## src/rtl/rdi_mon_pkg.sv

```systemverilog
package rdi_mon_pkg;
  localparam int FIELD_W = 3;
  typedef logic [FIELD_W-1:0] rdi_field_t;
  typedef enum logic {
    MODE_ENH    = 1'b0,
    MODE_SINGLE = 1'b1
  } rdi_mode_e;
endpackage

```

## src/rtl/rdi_field_sel.sv

```systemverilog
module rdi_field_sel
  import rdi_mon_pkg::*;
#(
  parameter int G1_W      = 8,
  parameter int FIELD_LSB = 1
) (
  input  logic [G1_W-1:0] g1_i,
  input  logic            single_bit_i,
  output rdi_field_t      field_o,
  output rdi_field_t      mask_o
);
  localparam int FIELD_MSB = FIELD_LSB + FIELD_W - 1;

  rdi_mode_e mode;
  assign mode    = rdi_mode_e'(single_bit_i);
  assign field_o = g1_i[FIELD_MSB:FIELD_LSB];

  // top field bit (bit 5) is always monitored
  for (genvar i = 0; i < FIELD_W; i++) begin : g_mask
    if (i == FIELD_W - 1) begin : g_top
      assign mask_o[i] = 1'b1;
    end else begin : g_low
      assign mask_o[i] = (mode == MODE_ENH);
    end
  end
endmodule

```

## src/rtl/rdi_persist_cnt.sv

```systemverilog
module rdi_persist_cnt
  import rdi_mon_pkg::*;
#(
  parameter int CNT_W = 4
) (
  input  logic             clk_i,
  input  logic             rst_ni,
  input  logic             strobe_i,
  input  logic             ais_i,
  input  rdi_field_t       field_i,
  input  rdi_field_t       mask_i,
  input  logic [CNT_W-1:0] consec_i,
  output logic             accept_o
);
  localparam logic [CNT_W-1:0] CNT_ONE = {{(CNT_W-1){1'b0}}, 1'b1};
  localparam logic [CNT_W-1:0] CNT_MAX = {CNT_W{1'b1}};

  rdi_field_t       cand_q;
  logic [CNT_W-1:0] cnt_q, cnt_d, thr;
  logic             hit, live;

  assign live = strobe_i && !ais_i;
  assign thr  = (consec_i == '0) ? CNT_ONE : consec_i;
  assign hit  = (cnt_q != '0) && (((field_i ^ cand_q) & mask_i) == '0);

  always_comb begin
    if (!hit)                cnt_d = CNT_ONE;
    else if (cnt_q == CNT_MAX) cnt_d = CNT_MAX;
    else                     cnt_d = cnt_q + CNT_ONE;
  end

  // fire only on the strobe that reaches the threshold
  assign accept_o = live && (cnt_d == thr) && !(hit && (cnt_q == thr));

  always_ff @(posedge clk_i or negedge rst_ni) begin
    if (!rst_ni) begin
      cand_q <= '0;
      cnt_q  <= '0;
    end else if (strobe_i) begin
      if (ais_i) begin
        cnt_q <= '0;
      end else begin
        cand_q <= field_i;
        cnt_q  <= cnt_d;
      end
    end
  end
endmodule

```

## src/rtl/rdi_accept_reg.sv

```systemverilog
module rdi_accept_reg
  import rdi_mon_pkg::*;
(
  input  logic       clk_i,
  input  logic       rst_ni,
  input  logic       accept_i,
  input  rdi_field_t field_i,
  input  rdi_field_t mask_i,
  output rdi_field_t acc_o,
  output logic       rdip_o,
  output logic       delta_o
);
  rdi_field_t acc_q;
  logic       rdip_q, delta_q, moved;

  assign moved = ((field_i ^ acc_q) & mask_i) != '0;

  always_ff @(posedge clk_i or negedge rst_ni) begin
    if (!rst_ni) begin
      acc_q   <= '0;
      rdip_q  <= 1'b0;
      delta_q <= 1'b0;
    end else begin
      delta_q <= accept_i && moved;
      if (accept_i) begin
        acc_q  <= field_i;
        rdip_q <= field_i[FIELD_W-1];
      end
    end
  end

  assign acc_o   = acc_q;
  assign rdip_o  = rdip_q;
  assign delta_o = delta_q;
endmodule

```

## src/rtl/rdi_path_mon.sv

```systemverilog
module rdi_path_mon
  import rdi_mon_pkg::*;
#(
  parameter int G1_W      = 8,
  parameter int FIELD_LSB = 1,
  parameter int CNT_W     = 4
) (
  input  logic             clk_i,
  input  logic             rst_ni,
  input  logic             frame_i,
  input  logic [G1_W-1:0]  g1_i,
  input  logic             single_bit_i,
  input  logic [CNT_W-1:0] consec_i,
  input  logic             aisp_i,
  output logic [2:0]       acc_o,
  output logic             rdip_o,
  output logic             delta_o
);
  rdi_field_t field, mask, acc;
  logic       accept;

  rdi_field_sel #(.G1_W(G1_W), .FIELD_LSB(FIELD_LSB)) u_sel (
    .g1_i         (g1_i),
    .single_bit_i (single_bit_i),
    .field_o      (field),
    .mask_o       (mask)
  );

  rdi_persist_cnt #(.CNT_W(CNT_W)) u_cnt (
    .clk_i    (clk_i),
    .rst_ni   (rst_ni),
    .strobe_i (frame_i),
    .ais_i    (aisp_i),
    .field_i  (field),
    .mask_i   (mask),
    .consec_i (consec_i),
    .accept_o (accept)
  );

  rdi_accept_reg u_acc (
    .clk_i    (clk_i),
    .rst_ni   (rst_ni),
    .accept_i (accept),
    .field_i  (field),
    .mask_i   (mask),
    .acc_o    (acc),
    .rdip_o   (rdip_o),
    .delta_o  (delta_o)
  );

  assign acc_o = acc;
endmodule

```

## config.mk

```make
export PLATFORM = sky130hd
export DESIGN_NAME = rdi_path_mon
export DESIGN_NICKNAME = d
export VERILOG_FILES = /design/src/rtl/rdi_mon_pkg.sv /design/src/rtl/rdi_field_sel.sv /design/src/rtl/rdi_persist_cnt.sv /design/src/rtl/rdi_accept_reg.sv /design/src/rtl/rdi_path_mon.sv
export SDC_FILE = /design/constraint.sdc
export NUM_CORES = 1
export LEC_CHECK = 0
export CAP_MARGIN = 5
export CORE_MARGIN = 4
export CORE_UTILIZATION = 38
export CTS_BUF_LIST = sky130_fd_sc_hd__clkbuf_4
export DETAILED_ROUTE_END_ITERATION = 10
export DONT_BUFFER_PORTS = 1
export HOLD_SLACK_MARGIN = 0.15
export PLACE_DENSITY = 0.54
export SLEW_MARGIN = 0
export SYNTH_ARGS = -nofsm -noshare
export SYNTH_HDL_FRONTEND = slang
export SYNTH_SLANG_ARGS = --single-unit
```

## constraint.sdc

```tcl
create_clock -name clk_i -period 2.5 [get_ports clk_i]
set_clock_uncertainty 0.05 [all_clocks]
set_input_delay 0.25 -clock clk_i [delete_from_list [all_inputs] [get_ports clk_i]]
set_output_delay 0.25 -clock clk_i [all_outputs]
set_load 0.01 [all_outputs]
```

==> key figures, run 1 <==
Global route
  • First-pass GRT wire length: roughly 2900 um
  • Met3 Resource Use GR: between 5 and 6%
  • Met2 usage: about a fifth
  • Antenna violations before repair: 0
  • Met1 GRT Util: around 19%
  • GRT Max-Usage Layer: met2
  • Largest net degree at the start of global routing: 12
  • GRT Overall Usage: around 14%
  • Vias in the first global route: about 640
  • Gr ovfl total: 0

Die
  • Die area: ~3000 sq um
  • IO Count: 22
  • Num rows: 16
  • Core area: ~2000 sq um
  • DIE HEIGHT: between 50 and 60 um
  • Initial Util: approximately 41%
  • Die W: 54.44 um

Synthesis
  • Register area share after synthesis: between 30% and 40%
  • Library cells used by synthesis: 36
  • Mapped Avg Cell Area: 9.420 sq um
  • Cell taking the most area after synthesis: dfrtp_1
  • Synth Register Bits: 11
  • EDFF count, synth: 0
  • Number of synthesis warnings: 0
  • Post-Synthesis Net Count: approximately 110
  • Synthesized cell area: about 820 sq um
  • Synth top area share: 33.59%
  • Commonest cells in the netlist: dfrtp_1, nand2_1, xnor2_1
  • Asr flop ratio synth: 100.0%
  • Post-synth top flop: dfrtp_1
  • Largest cells by area after synthesis: dfrtp_1, xnor2_1, nand2_1, mux2_2, a2111oi_4
  • Post-synthesis cell count: 87

Run
  • Maxcap violations: 0

Setup path
  • Crit start category: flop
  • FF-to-FF path depth: 7
  • WS Path Type: reg2reg
  • Reg-to-reg startpoint: u_cnt.cnt_q[0]
  • Setup crit end kind: flop
  • Arr. time, crit path: between 2000 and 2500 ps
  • Max FO, Critical Path: 5
  • Crit path required time: about 2600 ps
  • First element of the critical path: u_cnt.cnt_q[0]
  • Crit Reg-Reg Endpoint: u_acc.acc_o[0]
  • Reg2Reg Setup Slack: between 100 and 150 ps

Power and ir drop
  • Combinational power share: 25.8%
  • Switching power: roughly 0.00016 W
  • Sequential Power Share: between 40% and 50%
  • PwrDens: 514.0 nW/um^2
  • VDD IR max: 435.7 uV
  • Switch share: a little under a third
  • Internal power: approximately 0.00035 W
  • Final total power: 0.0005061 W
  • LEAKAGE: roughly 0.40 nW
  • Clock share of power: 26.1%

Clock network
  • Cts bufs inserted: 3
  • CTS clk-pin slew, worst paths: ~70 ps
  • # Post-CTS Setup Buffers: 0
  • CTS tree: yes
  • H-tree depth: 1
  • # clock sinks: 11
  • CTS max path bufs: 2
  • Clock Tree Root: clkbuf_4
  • Clk_lat worst skew: roughly 270 ps

Min path
  • Hold WC Path Type: in2reg
  • WHS Path Cells: 2
  • Hold path endpoint: u_acc.delta_o
  • Start point of the worst min-delay path: single_bit_i

Run status
  • Outcome: completed

Place
  • Post-DP HPWL: 1316 um
  • Pre-CTS WS: 47.74 ps
  • Port bufs: 0
  • GP Congestion: ~0.80

Routing
  • Drt pass-1 iters: 4
  • Antenna viol nets, final: 0
  • DRT Wirelength: about 1800 um
  • Via count: around 660
  • Number of DRC markers in iteration 0: 10
  • Residual DRC: 0
  • Vias/cell: around 5.2
  • DR WL/cell: about 14 um

STA
  • Final Worst Setup Slack: ~120 ps
  • Achievable Freq: between 0.4 and 0.5 GHz
  • Tcrit/Tclk final: between 90 and 100%
  • Pins over their slew limit: 0
  • Final Hold Vio Count: 0
  • RSZ-0062 raised after global routing: false
  • Final setup viols: 0
  • Slew margin rel.: 65.72%
  • Minimum clock period: around 2400 ps
  • Slew @ Worst Pin: 512.5 ps
  • Total negative setup slack: 0 ps

Cells and area
  • Fill cells: around 210
  • Antenna fix cells: 0
  • Layout cell share with drive strength beyond 1: between 20% and 30%
  • Final net count: 120
  • Synth-to-layout area growth: 20.15%
[sequential cells by signal, indices dropped and copies added (netlist names)]
signal,flops
u_cnt.cand_q,3
u_cnt.cnt_q,4
u_acc.rdip_o,1
u_acc.delta_o,1
u_acc.acc_o,2
[critical path, cell delays in order, from the launching register on]
cell and delay [ps]:
dfrtp_1 420, ha_2 270, nor2b_4 60, a41oi_4 260, xnor2_1 150, nand4_1 150, a2111oi_4 520, mux2_2 390
[cell families after synthesis]
logic type | Yosys count | share of synthesized area, %
AND/OR/NAND/NOR | 33 | 21.37
AO/OA/AOI/OAI | 20 | 20.46
XOR/XNOR | 12 | 12.82
flip-flops | 11 | 33.59
buffers and inverters | 6 | 4.579
multiplexers | 3 | 4.122
adder cells (fa/ha/maj) | 2 | 3.053
[routing by layer]
metal / part of all wire (%) / wire length [um] / vias up
li1: - / - / 334
met1: 49 / 895 / 315
met2: 46 / 836 / 10
met3: 4.5 / 82 / 2
met4: 0.44 / 8 / 0
met5: 0 / 0 / -
[power by group through the flow]
stage | clock network [W] | logic (W) | registers, W
CTS | 0.000136 | 0.000128 | 0.000244
floorplan | 0 | 0.000102 | 0.000238
finish | 0.000132 | 0.000131 | 0.000243
global placement | 0 | 0.000112 | 0.000246
detailed placement | 0 | 0.000113 | 0.000248
global route | 0.000147 | 0.000144 | 0.000248
[worst max path at each step]
stage / to / slack, ps / depth (start not counted)
after CTS: u_acc.acc_o[0] / 30 / 7
after global placement: u_acc.acc_o[1] / 60 / 7
after detailed placement: u_acc.acc_o[0] / 50 / 7
after global routing: u_acc.rdip_o / 20 / 7
final: u_acc.acc_o[0] / 120 / 7
after floorplan: u_acc.acc_o[0] / 220 / 7
[final cells by class]
type	instances	area [sq um]	share of cell area, %
clock buffers	4	30.03	3.050
inverters	2	7.507	0.7624
multi-input cells	70	523.0	53.11
flip-flops and latches	11	275.3	27.95
well taps	27	33.78	3.431
repair buffers	13	115.1	11.69
[cells in the final DEF, fill, tap and decap left out, types with 2 or more instances in the layout]
master,count
nand2_1,11
dfrtp_1,11
xnor2_1,10
dlygate4sd3_1,7
buf_4,6
a21oi_1,5
nor2_1,4
nand3_1,4
clkbuf_4,4
a31oi_1,3
nor2b_1,3
mux2_2,3
inv_1,2
xor2_1,2
nand2b_1,2
nand4_1,2
[stage by stage]
stage,util (%),hold WS [ps],cell area [sq um],std cells
2_1_floorplan,-,-95.59,819.5,87
3_3_place_gp,43.38,-95.31,868.3,116
3_5_place_dp,43.38,-95.24,868.3,116
4_1_cts,48.38,166.3,968.4,127
5_1_grt,49.19,180.0,984.7,127
6_report,49.19,172.7,984.7,127
[what timing repair did]
item                                   4_1_cts  5_1_grt
resized for setup                            0        3
setup endpoints to repair                    0        4
hold buffers                                 7        0
endpoints found under the hold margin       21        0
(Power assumes the default switching activity.)
==> run 2: changes to the inputs <==
Settings changed: RECOVER_POWER set to 50, SETUP_SLACK_MARGIN set to 0.3.
==> run 2 against run 1 <==
Compared with the run above:
- clock-buffer cell count stayed put
- utilization is 3.1 points higher
- sequential share of layout area is 1.3 points lower
- combinational power is 13% higher
- non-clock buffer count is 1 higher
- highest routed layer unchanged
==> key figures, run 2 (synthesis results as in run 1) <==
Run status
  • Outcome: completed

Routing
  • Vias/cell: 5.320 (+2.2%)
  • Antenna viol nets, final: 0 (unchanged)
  • Number of DRC markers in iteration 0: 18 (+8)
  • Drt pass-1 iters: 4 (unchanged)
  • Via count: 681 (+3.0%)
  • DRT Wirelength: 1793 um (-1.6%)
  • Residual DRC: 0 (unchanged)
  • DR WL/cell: 14.01 um (-2.4%)

Die
  • Die area: 2964 sq um (unchanged)
  • IO Count: 22 (unchanged)
  • Core area: 2002 sq um (unchanged)
  • Die W: 54.44 um (unchanged)
  • Num rows: 16 (unchanged)
  • Initial Util: 40.94% (unchanged)
  • DIE HEIGHT: 54.44 um (unchanged)

Setup path
  • Slowest cell on crit path: dfrtp_2
  • CP max stage delay: 450 ps (-70 ps)
  • Reg-to-reg startpoint: u_cnt.cnt_q[0]
  • Arr. time, crit path: 2350 ps (-130 ps)
  • First element of the critical path: u_cnt.cnt_q[0]
  • CP top delay family: compound AO/OA/AOI/OAI gates
  • Setup crit end kind: flop
  • WS Path Type: reg2reg
  • Worst path bufs/invs: 1 (+1)
  • Crit start category: flop
  • Crit path required time: 2600 ps (about the same)
  • CP Cell Sequence: ha_4 > nor2b_4 > a41oi_4 > o211ai_1 > a22oi_2 > a2111oi_4 > buf_4 > mux2_4
  • Max FO, Critical Path: 5 (unchanged)

Min path
  • Hold WC Path Type: in2reg
  • Start point of the worst min-delay path: single_bit_i

Power and ir drop
  • Switching power: 0.0001607 W (+2.4%)
  • VDD IR max: 450.7 uV (+3.5%)
  • LEAKAGE: 0.4140 nW (+2.7%)
  • Switch share: 30.68% (-0.32 points)
  • Internal power: 0.0003631 W (+4.0%)
  • Sequential Power Share: 47.0% (-1.1 points)
  • Final total power: 0.0005238 W (+3.5%)
  • PwrDens: 500.7 nW/um^2 (-2.6%)
  • Combinational power share: 28.3% (+2.5 points)
  • Clock share of power: 24.7% (-1.4 points)

Global route
  • Vias in the first global route: 612 (-4.7%)
  • Antenna violations before repair: 0 (unchanged)
  • First-pass GRT wire length: 2863 um (-0.49%)
  • Largest net degree at the start of global routing: 12 (unchanged)
  • GRT Overall Usage: 13.93% (+0.20 points)
  • Gr ovfl total: 0 (unchanged)

STA
  • Pins over their slew limit: 0 (unchanged)
  • Achievable Freq: 0.4457 GHz (+5.9%)
  • Final setup viols: 0 (unchanged)
  • Slew margin rel.: 66.35% (+0.63 points)
  • Final Hold Vio Count: 0 (unchanged)
  • Tcrit/Tclk final: 89.75% (-5.3 points)
  • Total negative setup slack: 0 ps (unchanged)
  • Slew @ Worst Pin: 503.1 ps (-9.426 ps)
  • Minimum clock period: 2244 ps (-131.5 ps)
  • RSZ-0062 raised after global routing: true

Run
  • Maxcap violations: 0 (unchanged)

Cells and area
  • Synth-to-layout area growth: 27.63%
  • Fin util: 52.25% (+3.1 points)
  • Finished Layout Cells: 128 (+0.79%)
  • Combined area of the multi-input logic cells: 575.6 sq um (+10%)
  • Layout cell share with drive strength beyond 1: 28.71% (+7.7 points)
  • Top reg by flops: u_cnt.cnt_q
  • Final net count: 121 (+0.83%)
  • Register area: 279.0 sq um (+1.4%)
  • Most common cell after layout, fill and taps aside: nand2_1
  • Most frequent cells in the layout: nand2_1, xnor2_1, buf_4, dfrtp_1, dlygate4sd3_1
  • Max reg flops: 4 (unchanged)
  • Antenna fix cells: 0 (unchanged)
  • Fill cells: 196 (-5.8%)

Place
  • Placed Cells incl. Taps: 112 (-3.4%)
  • Post-DP HPWL: 1287 um (-2.2%)
  • Port bufs: 0 (unchanged)
  • GP Congestion: 0.8355 (+4.1%)

Clock network
  • Cts bufs inserted: 3 (unchanged)
  • # clock sinks: 11 (unchanged)
  • CTS max path bufs: 2 (unchanged)
  • H-tree depth: 1 (unchanged)
  • Clk_lat worst skew: 270 ps (about the same)
  • CTS tree: yes
  • Clock Tree Root: clkbuf_4
  • CTS clk-pin slew, worst paths: 70 ps (about the same)
[run 2: final timing paths]
kind | end | slack [ps] | depth (start not counted)
min in group asynchronous | u_acc.acc_o[0] | 330 | 1
min reg2reg | u_cnt.cand_q[2] | 450 | 2
max in group asynchronous | u_cnt.cnt_q[2] | 1700 | 1
max reg2reg | u_acc.rdip_o | 260 | 8
max | u_acc.rdip_o | 260 | 8
min | u_acc.delta_o | 170 | 2
[run 2: final cells by class]
cell class,count,share of cell area [%]
Multi-Input combinational cell,70,55.02
Sequential cell,11,26.67
Timing Repair Buffer,14,11.48
Tap cell,27,3.230
Clock buffer,4,2.871
Inverter,2,0.7177
[run 2: repair_timing]
item,in CTS,in global routing
setup buffers,4,2
gates resized for setup,8,3
cloned,0,0
pin swaps,5,6
endpoints found under the setup margin,3,4
hold endpoints to repair,21,0
hold buffers,6,0
[run 2: worst reg2reg max path, cell delays in order, from the launching register on]
cell,delay (ps)
dfrtp_2,450
ha_4,190
nor2b_4,120
a41oi_4,130
o211ai_1,230
a22oi_2,120
a2111oi_4,340
buf_4,200
mux2_4,300
[run 2: power by group through the flow]
stage	registers (W)	logic [W]	clock network, W
after detailed placement	0.000251	0.000108	0
after CTS	0.000247	0.000143	0.000136
after global placement	0.000250	0.000107	0
final	0.000246	0.000148	0.000129
after floorplan	0.000240	0.000103	0
after global routing	0.000251	0.000162	0.000149
[run 2: metrics by stage]
| stage | cell area (sq um) | setup WS, ps | hold WS (ps) |
|---|---|---|---|
| 2_1_floorplan | 833.3 | 311.0 | -95.59 |
| 3_3_place_gp | 852.1 | 77.25 | -95.30 |
| 3_5_place_dp | 852.1 | 68.41 | -95.24 |
| 4_1_cts | 1008 | 194.6 | 164.7 |
| 5_1_grt | 1046 | 151.7 | 166.7 |
| 6_report | 1046 | 256.3 | 170.5 |
[run 2: per-layer routing]
layer / track usage [%] / routed length, um
met5: 0 / 0
met4: 4.979 / 19
met3: 5.995 / 135
met2: 18.92 / 811
met1: 19.30 / 827
==> run 3: changes to the inputs <==
Settings changed: ABC_AREA set to 1.
==> run 3 against run 2 <==
Compared with the run above:
- combinational power is 16% lower
- die area is 4.0% higher
- utilization is 5.5 points lower
- clock power is 8% higher
- register-to-register slack better by 350 ps
==> key figures, run 3 <==
Global route
  • Largest net degree at the start of global routing: 12 (unchanged)
  • Vias in the first global route: 742 (+21%)
  • Antenna violations before repair: 0 (unchanged)
  • GRT Overall Usage: 13.43% (-0.50 points)
  • First-pass GRT wire length: 3270 um (+14%)
  • Gr ovfl total: 0 (unchanged)

Place
  • DP Area: 884.6 sq um (+3.8%)
  • Port bufs: 0 (unchanged)
  • Post-DP HPWL: 1457 um (+13%)
  • GP Congestion: 0.7833 (-6.2%)
  • Placed Cells incl. Taps: 146 (+30%)

Synthesis
  • Synth top area share: 32.07% (-1.5 points)
  • Commonest cells in the netlist: nand2_1, inv_1, dfrtp_1, nand3_1, nand2_2
  • Asr flop ratio synth: 100.0% (unchanged)
  • Compound-Gate Fraction of Synth Area: 5.685% (-15 points)
  • Synth Register Bits: 11 (unchanged)
  • Post-Synthesis Net Count: 139 (+31%)
  • Top-count cell post-synth: nand2_1
  • EDFF count, synth: 0 (unchanged)
  • Synth Area in XOR/XNOR: 7.143% (-5.7 points)
  • Post-synthesis cell count: 120 (+38%)
  • Synthesized cell area: 858.3 sq um (+4.7%)
  • Cell taking the most area after synthesis: dfrtp_1
  • Synth Area in Simple Gates: 41.25% (+20 points)
  • Mux share of post-synthesis cell area: 0% (-4.1 points)
  • Largest cells by area after synthesis: dfrtp_1, nand2_1, inv_1, nand3_1, nand2_2
  • Post-synth top flop: dfrtp_1
  • Mapped Avg Cell Area: 7.153 sq um (-24%)
  • Register area share after synthesis: 32.07% (-1.5 points)
  • Library cells used by synthesis: 18 (-50%)
  • Largest family of logic cells by synthesized area: simple AND/OR/NAND/NOR gates
  • Post-Synth Adder-Cell Area: 2.915% (-0.14 points)
  • Number of synthesis warnings: 0 (unchanged)

Setup path
  • FF-to-FF path depth: 12 (+4)
  • Crit path required time: 2620 ps (+20 ps)
  • Crit Reg-Reg Endpoint: u_acc.rdip_o
  • Crit start category: flop
  • CP Cell Sequence: inv_1 > ha_1 > nand3_2 > nand3_2 > nor2_4 > nand2_1 > nand2_1 > nand2_2 > nor2_4 > nand3_2 > nand2_1 > nand2_1
  • Arr. time, crit path: 2010 ps (-340 ps)
  • CP max stage delay: 430 ps (-20 ps)
  • Reg-to-reg startpoint: u_cnt.cnt_q[0]
  • WS Path Type: reg2reg
  • Critical Path Most Common Cell: nand2_1
  • Slowest cell on crit path: dfrtp_1
  • Setup crit end kind: flop
  • Max FO, Critical Path: 6 (+1)
  • Reg2Reg Setup Slack: 610 ps (+350 ps)

Run status
  • Outcome: completed

Cells and area
  • Top reg by flops: u_cnt.cnt_q
  • Finished Layout Cells: 155 (+21%)
  • Most frequent cells in the layout: nand2_1, inv_1, nand3_1, dfrtp_1, nand2_2
  • Max reg flops: 4 (unchanged)
  • Fill cells: 220 (+12%)
  • Cell area after layout: 964.7 sq um (-7.8%)
  • Final net count: 148 (+22%)
  • Synth-to-layout area growth: 12.39%
  • Most common cell after layout, fill and taps aside: nand2_1
  • Layout cell share with drive strength beyond 1: 17.97% (-11 points)
  • Antenna fix cells: 0 (unchanged)

STA
  • Total negative setup slack: 0 ps (unchanged)
  • Achievable Freq: 0.5293 GHz (+19%)
  • Slew margin rel.: 63.74% (-2.6 points)
  • Tcrit/Tclk final: 75.57% (-14 points)
  • Final Hold Vio Count: 0 (unchanged)
  • Slew @ Worst Pin: 542.1 ps (+39.08 ps)
  • Final setup viols: 0 (unchanged)
  • Pins over their slew limit: 0 (unchanged)
  • RSZ-0062 raised after global routing: false
  • Minimum clock period: 1889 ps (-354.4 ps)

Routing
  • Drt pass-1 iters: 4 (unchanged)
  • DR WL/cell: 12.19 um (-13%)
  • Vias/cell: 4.961 (-6.7%)
  • Via count: 769 (+13%)
  • Number of DRC markers in iteration 0: 22 (+4)
  • Residual DRC: 0 (unchanged)
  • Antenna viol nets, final: 0 (unchanged)
  • DRT Wirelength: 1890 um (+5.4%)

Power and ir drop
  • PwrDens: 511.2 nW/um^2 (+2.1%)
  • LEAKAGE: 0.5027 nW (+21%)
  • VDD IR max: 225.8 uV (-50%)

Die
  • DIE HEIGHT: 55.53 um (+2.0%)
  • Initial Util: 41.63% (+0.69 points)
  • Core area: 2062 sq um (+3.0%)
  • Die area: 3083 sq um (+4.0%)
  • IO Count: 22 (unchanged)
  • Die W: 55.53 um (+2.0%)
  • Num rows: 16 (unchanged)

Min path
  • Start point of the worst min-delay path: g1_i[3]
  • Hold WC Path Type: in2reg
  • WHS Path Cells: 3 (+1)
  • Hold path endpoint: u_acc.delta_o

Clock network
  • Clk_lat worst skew: 270 ps (about the same)
  • Clock Tree Root: clkbuf_4
  • H-tree depth: 1 (unchanged)
  • CTS tree: yes
  • CTS clk-pin slew, worst paths: 80 ps (about the same)
  • # Post-CTS Setup Buffers: 0 (-4)
  • # clock sinks: 11 (unchanged)
  • Cts bufs inserted: 3 (unchanged)
  • CTS max path bufs: 2 (unchanged)

Run
  • Maxcap violations: 0 (unchanged)
[run 3: per-stage QoR]
| stage | util [%] | setup slack [ps] | hold WS (ps) | total power, W |
|---|---|---|---|---|
| CTS | 46.78 | 634.8 | 186.7 | 0.0005014 |
| floorplan | - | 873.3 | -95.59 | 0.0003307 |
| global route | 46.78 | 471.1 | 199.8 | 0.0005286 |
| global placement | 42.90 | 662.6 | -95.30 | 0.0003429 |
| detailed placement | 42.90 | 649.0 | -95.31 | 0.0003470 |
| finish | 46.78 | 610.8 | 193.0 | 0.0004931 |
[run 3: worst max-delay path, delay by kind of cell (launching register included)]
| kind | cells | cell delay, ps |
|---|---|---|
| flip-flops | 1 | 430 |
| buffers and inverters | 1 | 100 |
| AND/OR/NAND/NOR | 10 | 990 |
| adder cells (fa/ha/maj) | 1 | 220 |
[run 3: area by class of cell]
type | count | area, sq um | share of cell area [%]
Tap cell | 27 | 33.78 | 3.502
Timing Repair Buffer | 6 | 57.56 | 5.966
Multi-Input combinational cell | 86 | 489.2 | 50.71
Sequential cell | 11 | 275.3 | 28.53
Inverter | 21 | 78.83 | 8.171
Clock buffer | 4 | 30.03 | 3.113
[run 3: cells by family (layout without fill, tap and decap cells)]
family,after synthesis,in the layout
buffers and inverters,23,31
AOI/OAI and AO/OA,9,9
xor gates and xnor gates,7,7
and+or+nand+nor,68,68
adders and majority gates,2,2
DFF,11,11
[run 3: worst max path at each step]
stage / start / depth (start not counted) / endpoint
2_1_floorplan: u_cnt.cnt_q[0] / 12 / u_acc.rdip_o
3_3_place_gp: u_cnt.cnt_q[0] / 12 / u_acc.rdip_o
3_5_place_dp: u_cnt.cnt_q[0] / 12 / u_acc.rdip_o
4_1_cts: u_cnt.cnt_q[0] / 12 / u_acc.acc_o[1]
5_1_grt: u_cnt.cnt_q[0] / 12 / u_acc.acc_o[0]
6_report: u_cnt.cnt_q[0] / 12 / u_acc.rdip_o
[run 3: where the power goes]
part,switching (W),internal [W]
clock network,0.0000664,0.0000727
logic,0.0000733,0.0000521
registers,0.0000299,0.000199
total,0.000170,0.000324
[run 3: per-layer routing]
metal / wire length, um / global-route usage, % / vias up
met5: 0 / 0 / -
met4: 42 / 7.292 / 0
met3: 77 / 2.797 / 5
met2: 842 / 19.76 / 15
met1: 928 / 18.12 / 355
li1: - / - / 394
[run 3: repair_timing]
| item | CTS | global route |
|---|---|---|
| hold endpoints to repair | 21 | 0 |
| hold buffers | 5 | 0 |
| gates resized for setup | 0 | 0 |
| endpoints found under the setup margin | 0 | 0 |
